`src/rtl/rbx_pkg.sv`:
```
package rbx_pkg;
  typedef enum logic [1:0] {
    ST_IDLE   = 2'd0,
    ST_LAUNCH = 2'd1,
    ST_WAIT   = 2'd2,
    ST_DECIDE = 2'd3
  } rbx_state_t;
endpackage

```
`src/rtl/rbx_sat_counter.sv`:
```
// Round-trip counter: loads 1 in the launch cycle and counts up until it holds at all-ones.
module rbx_sat_counter #(
  parameter int W = 16
) (
  input  logic         clk,
  input  logic         rst,
  input  logic         load_one,
  input  logic         inc,
  output logic [W-1:0] cnt_o
);
  localparam logic [W-1:0] TOP = {W{1'b1}};

  always_ff @(posedge clk) begin
    if (rst)
      cnt_o <= '0;
    else if (load_one)
      cnt_o <= W'(1);
    else if (inc && cnt_o != TOP)
      cnt_o <= cnt_o + W'(1);
  end
endmodule

```
`src/rtl/rbx_chal_src.sv`:
```
// Holds the challenge word, shifts it one bit per finished round and tracks the round index.
module rbx_chal_src #(
  parameter int N_BITS = 1024
) (
  input  logic              clk,
  input  logic              rst,
  input  logic              load,
  input  logic [N_BITS-1:0] nonce_i,
  input  logic              shift,
  output logic              bit_o,
  output logic              last_o
);
  localparam int RW = (N_BITS > 1) ? $clog2(N_BITS) : 1;
  localparam logic [RW-1:0] LAST_IDX = RW'(N_BITS - 1);

  logic [N_BITS-1:0] word_q;
  logic [RW-1:0]     idx_q;

  always_ff @(posedge clk) begin
    if (rst) begin
      word_q <= '0;
      idx_q  <= '0;
    end else if (load) begin
      word_q <= nonce_i;
      idx_q  <= '0;
    end else if (shift) begin
      word_q <= word_q >> 1;
      idx_q  <= idx_q + RW'(1);
    end
  end

  assign bit_o  = word_q[0];
  assign last_o = (idx_q == LAST_IDX);
endmodule

```
`src/rtl/rbx_max_judge.sv`:
```
// Keeps the worst trip count and forms the proximity verdict from it.
module rbx_max_judge #(
  parameter int W = 16
) (
  input  logic         clk,
  input  logic         rst,
  input  logic         clr,
  input  logic         upd,
  input  logic [W-1:0] sample_i,
  input  logic [W-1:0] alpha_i,
  input  logic [W-1:0] limit_i,
  output logic [W-1:0] max_o,
  output logic         near_o
);
  logic [W-1:0] net;

  always_ff @(posedge clk) begin
    if (rst || clr)
      max_o <= '0;
    else if (upd && sample_i > max_o)
      max_o <= sample_i;
  end

  always_comb begin
    net    = (max_o > alpha_i) ? (max_o - alpha_i) : '0;
    near_o = (net <= limit_i);
  end
endmodule

```
`src/rtl/rbx_timer.sv`:
```
module rbx_timer #(
  parameter int N_BITS = 1024,
  parameter int CNT_W  = 16
) (
  input  logic              clk,
  input  logic              rst,
  input  logic              start_i,
  input  logic [N_BITS-1:0] nonce_i,
  input  logic [CNT_W-1:0]  alpha_i,
  input  logic [CNT_W-1:0]  thresh_i,
  input  logic [CNT_W-1:0]  timeout_i,
  input  logic              resp_valid_i,
  input  logic              resp_bit_i,
  output logic              chal_valid_o,
  output logic              chal_bit_o,
  output logic              tr_valid_o,
  output logic [1:0]        tr_pair_o,
  output logic              done_o,
  output logic              pass_o,
  output logic [CNT_W-1:0]  max_rtt_o,
  output logic              busy_o
);
  import rbx_pkg::*;

  rbx_state_t       state_q, state_d;
  logic [CNT_W-1:0] rtt_cnt;
  logic             cur_bit, last_round, near;
  logic             accept, reply, expired;

  always_comb begin
    accept  = (state_q == ST_IDLE) && start_i;
    reply   = (state_q == ST_WAIT) && resp_valid_i;
    expired = (state_q == ST_WAIT) && !resp_valid_i &&
              (timeout_i != '0) && (rtt_cnt >= timeout_i);
  end

  always_comb begin
    state_d = state_q;
    unique case (state_q)
      ST_IDLE:   if (accept) state_d = ST_LAUNCH;
      ST_LAUNCH: state_d = ST_WAIT;
      ST_WAIT: begin
        if (reply)        state_d = last_round ? ST_DECIDE : ST_LAUNCH;
        else if (expired) state_d = ST_IDLE;
      end
      ST_DECIDE: state_d = ST_IDLE;
      default:   state_d = ST_IDLE;
    endcase
  end

  rbx_sat_counter #(.W(CNT_W)) u_cnt (
    .clk      (clk),
    .rst      (rst),
    .load_one (state_q == ST_LAUNCH),
    .inc      ((state_q == ST_WAIT) && !resp_valid_i),
    .cnt_o    (rtt_cnt)
  );

  rbx_chal_src #(.N_BITS(N_BITS)) u_src (
    .clk     (clk),
    .rst     (rst),
    .load    (accept),
    .nonce_i (nonce_i),
    .shift   (reply),
    .bit_o   (cur_bit),
    .last_o  (last_round)
  );

  rbx_max_judge #(.W(CNT_W)) u_judge (
    .clk      (clk),
    .rst      (rst),
    .clr      (accept),
    .upd      (reply),
    .sample_i (rtt_cnt),
    .alpha_i  (alpha_i),
    .limit_i  (thresh_i),
    .max_o    (max_rtt_o),
    .near_o   (near)
  );

  always_ff @(posedge clk) begin
    if (rst) begin
      state_q      <= ST_IDLE;
      chal_valid_o <= 1'b0;
      tr_valid_o   <= 1'b0;
      tr_pair_o    <= 2'b00;
      done_o       <= 1'b0;
      pass_o       <= 1'b0;
    end else begin
      state_q      <= state_d;
      chal_valid_o <= accept || (reply && !last_round);
      tr_valid_o   <= reply;
      if (reply) tr_pair_o <= {resp_bit_i, cur_bit};
      done_o       <= expired || (state_q == ST_DECIDE);
      pass_o       <= (state_q == ST_DECIDE) && near;
    end
  end

  assign chal_bit_o = cur_bit;
  assign busy_o     = (state_q != ST_IDLE);
endmodule

```
`config.mk`:
```
export PLATFORM = sky130hd
export DESIGN_NAME = rbx_timer
export DESIGN_NICKNAME = d
export VERILOG_FILES = /design/src/rtl/rbx_pkg.sv /design/src/rtl/rbx_sat_counter.sv /design/src/rtl/rbx_chal_src.sv /design/src/rtl/rbx_max_judge.sv /design/src/rtl/rbx_timer.sv
export SDC_FILE = /design/constraint.sdc
export NUM_CORES = 2
export LEC_CHECK = 0
export ABC_AREA = 0
export BUFFER_PORTS_ARGS = -buffer_cell sky130_fd_sc_hd__buf_2
export CORE_AREA = 2 2 432 434
export CTS_CLUSTER_SIZE = 24
export DETAILED_ROUTE_END_ITERATION = 6
export DIE_AREA = 0 0 434 436
export GPL_ROUTABILITY_DRIVEN = 0
export GPL_TIMING_DRIVEN = 0
export PLACE_DENSITY = 0.43
export SLEW_MARGIN = 30
export SYNTH_ARGS = -nofsm -noshare
export SYNTH_HDL_FRONTEND = slang
export SYNTH_SLANG_ARGS = --single-unit
export TNS_END_PERCENT = 1
```
`constraint.sdc`:
```
create_clock -name clk -period 7.31 [get_ports clk]
set_input_delay 1.8275 -clock clk [delete_from_list [all_inputs] [get_ports clk]]
set_output_delay 1.8275 -clock clk [all_outputs]
set_load 0.1 [all_outputs]
```
# [After elaboration in Yosys (flattened, before gate mapping)]
# Index checks and enable logic that the tools add are counted.
[totals] output_inout_bits=24 register_bits=1074
[classes] eq_ne=7 order_cmp=4 reduce_logical=22 n_mux=10 add_sub_neg=3
[ops] operator="two-way mux 1024 bit" n=2
[ops] operator="greater-than comparator 16 bit" n=2
[ops] operator="adder 16 x 1 -> 16 bit, second input constant" n=1
[ops] operator=">= comparator 16 bit" n=1
[ops] operator="less-or-equal comparator 16 bit" n=1
[ops] operator="two-way mux 16 bit" n=1
[ops] operator="!= test 16 bit, second input constant" n=1
[ops] operator="nonzero test 16 bit" n=1
[ops] operator="subtractor 16 bit" n=1
[ops] operator="adder 10 x 1 -> 10 bit, second input constant" n=1
[ops] operator="equality test 10 bit, second input constant" n=1
[ops] operator="logical AND 1 bit" n=9
[ops] operator="two-way mux 2 bit" n=4
[ops] operator="case mux 2 bit (4 select lines)" n=1
[ops] operator="nonzero test 2 bit" n=3
[ops] operator="equality test 2 bit, second input constant" n=2
[ops] operator="OR reduction 2 bit" n=2
[ops] operator="logical OR 1 bit" n=3
[ops] operator="!= test 3 bit, second input constant" n=1
[ops] operator="equality test 2 x 1 -> 1 bit, second input constant" n=1
[ops] operator="zero test 1 bit" n=2
[ops] operator="zero test 2 bit" n=1
[ops] operator="two-way mux 1 bit" n=2
[ops] operator="!= test 2 bit, second input constant" n=1
[ops] operator="AND reduction 2 bit" n=1

# [Depth between registers and ports, before layout]
[depth] word_depth=7 depth_mapped=18 depth_no_buf=17

# [Cells and area by module]
# Synthesis repeated with hierarchy kept, for this count alone.
[hier_totals] cells_unflattened=4985 area_unflattened_um2=52495.3
[modules_own_cells] module="rbx_chal_src" seq_area_each_um2=20699.9 instances=1 area_per_inst_um2=48660.4 cells_per_inst=4490
[modules_own_cells] module="rbx_max_judge" seq_area_each_um2=320.3 instances=1 area_per_inst_um2=2314.7 cells_per_inst=308
[modules_own_cells] module="rbx_sat_counter" seq_area_each_um2=320.3 instances=1 area_per_inst_um2=783.3 cells_per_inst=91
[modules_own_cells] module="rbx_timer" seq_area_each_um2=160.2 instances=1 area_per_inst_um2=737.0 cells_per_inst=96

# [Worst setup path before layout]
# OpenSTA, ideal clock, no wires.
[synth_path] path_type="input-to-reg" from="input alpha_i[0]" to="register pass_o" n_path_buf=1 arrival_ns=4.701 cell_stages=16 required_time_ns=7.240 slack_ns=2.539 cell_sequence="ha_1 -> inv_1 -> fa_1 -> a21o_1 -> a21o_1 -> a21oi_1 -> nor2b_1 -> o21ai_2 -> buf_2 -> nor2_1 -> ha_1 -> a21o_1 -> a21o_1 -> a211oi_1 -> o31ai_1 -> a21oi_1"
[synth_between] elab_chain_len=4 word_cells_on_any_way=5 cone_classes="add/sub: 1; order compare: 2; mux: 1; reduce/logical: 1"
[synth_lines] item="from (decl)" line_no="rbx_timer.sv:9" text="input logic [CNT_W-1:0] alpha_i,"
[synth_lines] item="subtractor 16 bit / greater-than comparator 16 bit (equally long branches)" line_no="rbx_max_judge.sv:25" text="net = (max_o > alpha_i) ? (max_o - alpha_i) : '0;"
[synth_lines] item="two-way mux 16 bit *" line_no="rbx_max_judge.sv:25"
[synth_lines] item="less-or-equal comparator 16 bit *" line_no="rbx_max_judge.sv:26" text="near_o = (net <= limit_i);"
[synth_lines] item="logical AND 1 bit *" line_no="rbx_timer.sv:95" text="pass_o <= (state_q == ST_DECIDE) && near;"
[synth_lines] item="to (signal assigned)" line_no="rbx_timer.sv:95"
[synth_lines] item="to (decl)" line_no="rbx_timer.sv:19" text="output logic pass_o,"
# Every way passes the cells marked *; elsewhere a longest branch is shown, timed or not.
# A chain may end at the register's enable or synchronous reset.

# [Worst setup path after layout]
# Ends and elaborated chain as after synthesis.

==> impl_metrics.env <==
export IMPL_status="finished, final reports clean"
export IMPL_cpPeakStageDelay_ns=0.42
export IMPL_synth_cell_type_count=52
export IMPL_fin_ws_ns=2.56
export IMPL_numCtsBuffers=134
export IMPL_path_buf_inv=3
export IMPL_ir_worst_vdd_v=0.000176
export IMPL_synth_main_ff_cell="dfxtp_1"
export IMPL_netlist_area_leader_share_pct=45.3
export IMPL_vias_per_cell=4.93
export IMPL_worstSetupPathType="in2reg"
export IMPL_worstPathArrival_ns=5.43
export IMPL_cts_resized=0
export IMPL_wirelength_mm=204
export IMPL_crit_required_ns=8.00
export IMPL_cts_tree="done"
export IMPL_endpoint_kind="register"
export IMPL_finalCritPeriodShare_pct=64.9
export IMPL_cp_top_family="compound AO/OA/AOI/OAI gates"
export IMPL_grt_ovfl_total=0
export IMPL_synth_edf_count=0
export IMPL_drt_iter0_markers=3335
export IMPL_fmax_mhz=211
export IMPL_core_area_mm2=0.185
export IMPL_syn2layout_area_growth_pct=28.2
export IMPL_nets=8583
export IMPL_drtPass1Iterations=5
export IMPL_p_leak_nw=23.8
export IMPL_slew_headroom_pct=42.0
export IMPL_num_rows=158
export IMPL_grt_max_degree=17
export IMPL_timing_max_cap_violations=0
export IMPL_grt_use_total_pct=20.7
export IMPL_synth_area_top_cells="dfxtp_1 (45%), a311oi_1 (19%), nand2_1 (16%)"
export IMPL_die_area_mm2=0.189
export IMPL_pre_cts_ws_ns=1.86
export IMPL_route_detailed_drc=0
export IMPL_tightestPinTransition_ns=0.870
export IMPL_vias=49800
export IMPL_critPathLaunchType="primary input"
export IMPL_cts_max_level=4
export IMPL_hold_viol_final=0
export IMPL_p_per_area_mw_per_mm2=271
export IMPL_io_pins=1101
export IMPL_path_clk_slew_ns=0.06
export IMPL_drive_above_1_share_pct=19.1
export IMPL_syn_nets=7345
export IMPL_synth_most_common_cell="nand2_1"
export IMPL_cp_max_fo=10
export IMPL_yosysWarnings=0
export IMPL_synth_area_leader_cell="dfxtp_1"
export IMPL_avgSynthCellArea_um2=7.65
export IMPL_wl_per_cell_um=20.2
export IMPL_clock_path_buffers=3
export IMPL_insertion_delay_ns=0.80
export IMPL_grt_pass1_wl_mm=301
export IMPL_slowest_stage="a21oi_1"
export IMPL_ys_top_cells_by_count="nand2_1 (2076), nor2_1 (1087), dfxtp_1 (1074), a311oi_1 (1024), clkbuf_1 (440)"
export IMPL_crit_top_cell="a21oi_1"
export IMPL_port_buffers=1099
export IMPL_rsz0062_at_grt="false"
export IMPL_setup_viol=0
export IMPL_cts_root_buffer="clkbuf_16"
export IMPL_synth_seq_cells=1074
export IMPL_startpoint="alpha_i[0]"
export IMPL_fin_setup_tns_ns=0
export IMPL_ys_seq_area_share_pct=45.3
export IMPL_post_cts_buffers=0
export IMPL_syn_cell_area_mm2=0.0474
export IMPL_min_path_type="reg2reg"
export IMPL_antenna_found_initial=218
export IMPL_initial_core_util_pct=25.7
export IMPL_r2r_start="u_judge.max_o[0]$_SDFFE_PP0P_"
export IMPL_maxSlewViolCount=0
export IMPL_dpl_hpwl_mm=158
export IMPL_min_period_ns=4.75
export IMPL_synthCells=6201
export IMPL_die_w_um=434
export IMPL_min_from="u_src.word_q[598]$_SDFFE_PP0P_"
export IMPL_fp_dieH_um=436
export IMPL_async_flop_share_pct=0
export IMPL_path_cells="buf_2, ha_1, inv_1, fa_1, a21o_1, a21o_1, a21oi_1, nor2b_1, o21ai_2, buf_2, nor2_1, ha_1, nor2b_1, o211ai_1, a21oi_1, a211oi_1, o31ai_1, a21oi_1"
export IMPL_grt_pass1_vias=48400
export IMPL_hold_buffers=0
export IMPL_finClkSkew_ns=0.0445
export IMPL_cts_sinks=1074
export IMPL_antenna_left=0
## worst min-delay path, stage by stage (launching register included)
cell and delay, ns:
dfxtp_1 0.31, nand2_1 0.06, a311oi_1 0.08
## final timing paths
path	endpoint	slack, ns	cells after the start
max	pass_o$_SDFF_PP0_	2.56	18
min	u_src.word_q[597]$_SDFFE_PP0P_	0.45	2
max reg2reg	pass_o$_SDFF_PP0_	3.22	18
min reg2reg	u_src.word_q[597]$_SDFFE_PP0P_	0.45	2
## power breakdown
| group | internal [mW] | switching, mW | leakage, nW |
|---|---|---|---|
| sequential | 6.51 | 0.323 | 8.88 |
| clock | 4.02 | 2.78 | 2.20 |
| combinational | 1.02 | 1.84 | 12.7 |
## registers in the layout, indices dropped and copies added (netlist names)
register	cells
u_src.idx_q	10
chal_valid_o	1
state_q	2
tr_pair_o	2
tr_valid_o	1
u_src.word_q	1024
done_o	1
u_judge.max_o	16
u_cnt.cnt_o	16
pass_o	1
## metal layers
metal | vias to the layer above | global-route usage, % | part of all wire, %
li1 | 24200 | - | -
met1 | 23500 | 24.7 | 41
met2 | 1484 | 35.5 | 49
met3 | 553 | 4.53 | 5.6
met4 | 90 | 9.27 | 4.3
met5 | - | 0 | 0.28
## per-stage QoR
step | hold WS (ns) | instances | instance area, um2 | utilization, % | power, mW
floorplan | 0.454 | 6201 | 47400 | - | 8.72
global placement | 0.447 | 9780 | 56000 | 30.3 | 9.78
detailed placement | 0.456 | 9782 | 56100 | 30.4 | 9.81
CTS | 0.444 | 10000 | 60600 | 32.8 | 16.7
global route | 0.478 | 10100 | 60700 | 32.9 | 17.4
finish | 0.448 | 10100 | 60800 | 32.9 | 16.5
## cell type report
cell class,count,area (um2)
Sequential cell,1074,21500
Clock inverter,31,469
Antenna cell,93,233
Fill cell,20300,124000
Buffer,576,2330
Tap cell,2480,3100
Timing Repair Buffer,1102,5550
Inverter,69,259
Clock buffer,207,4020
Multi-Input combinational cell,4482,23300
## placed cells by master, fill, tap and decap left out, types with 19 or more instances in the layout
| master | synthesis | routed |
|---|---|---|
| a21oi_1 | 35 | 35 |
| diode_2 | 0 | 93 |
| clkbuf_1 | 440 | 471 |
| buf_2 | 116 | 1215 |
| dfxtp_1 | 1074 | 1074 |
| a311oi_1 | 1024 | 1024 |
| mux2i_1 | 19 | 19 |
| nor2_1 | 1087 | 1087 |
| inv_1 | 69 | 69 |
| ha_1 | 66 | 66 |
| nand2_1 | 2076 | 2076 |
| buf_1 | 19 | 19 |
| clkbuf_8 | 0 | 33 |
| clkbuf_16 | 0 | 137 |
## logic make-up (layout without fill, tap and decap cells)
group / count (synthesis) / count (layout) / synth area share (%)
buffers and inverters: 645 / 1985 / 5.44
AOI/OAI and AO/OA: 1118 / 1118 / 20.3
DFF: 1074 / 1074 / 45.3
other: 0 / 93 / 0
xor gates and xnor gates: 30 / 30 / 0.554
muxes: 19 / 19 / 0.401
adders and majority gates: 67 / 67 / 1.78
and+or+nand+nor: 3248 / 3248 / 26.2
No activity file was read; power rests on OpenSTA's default activity.
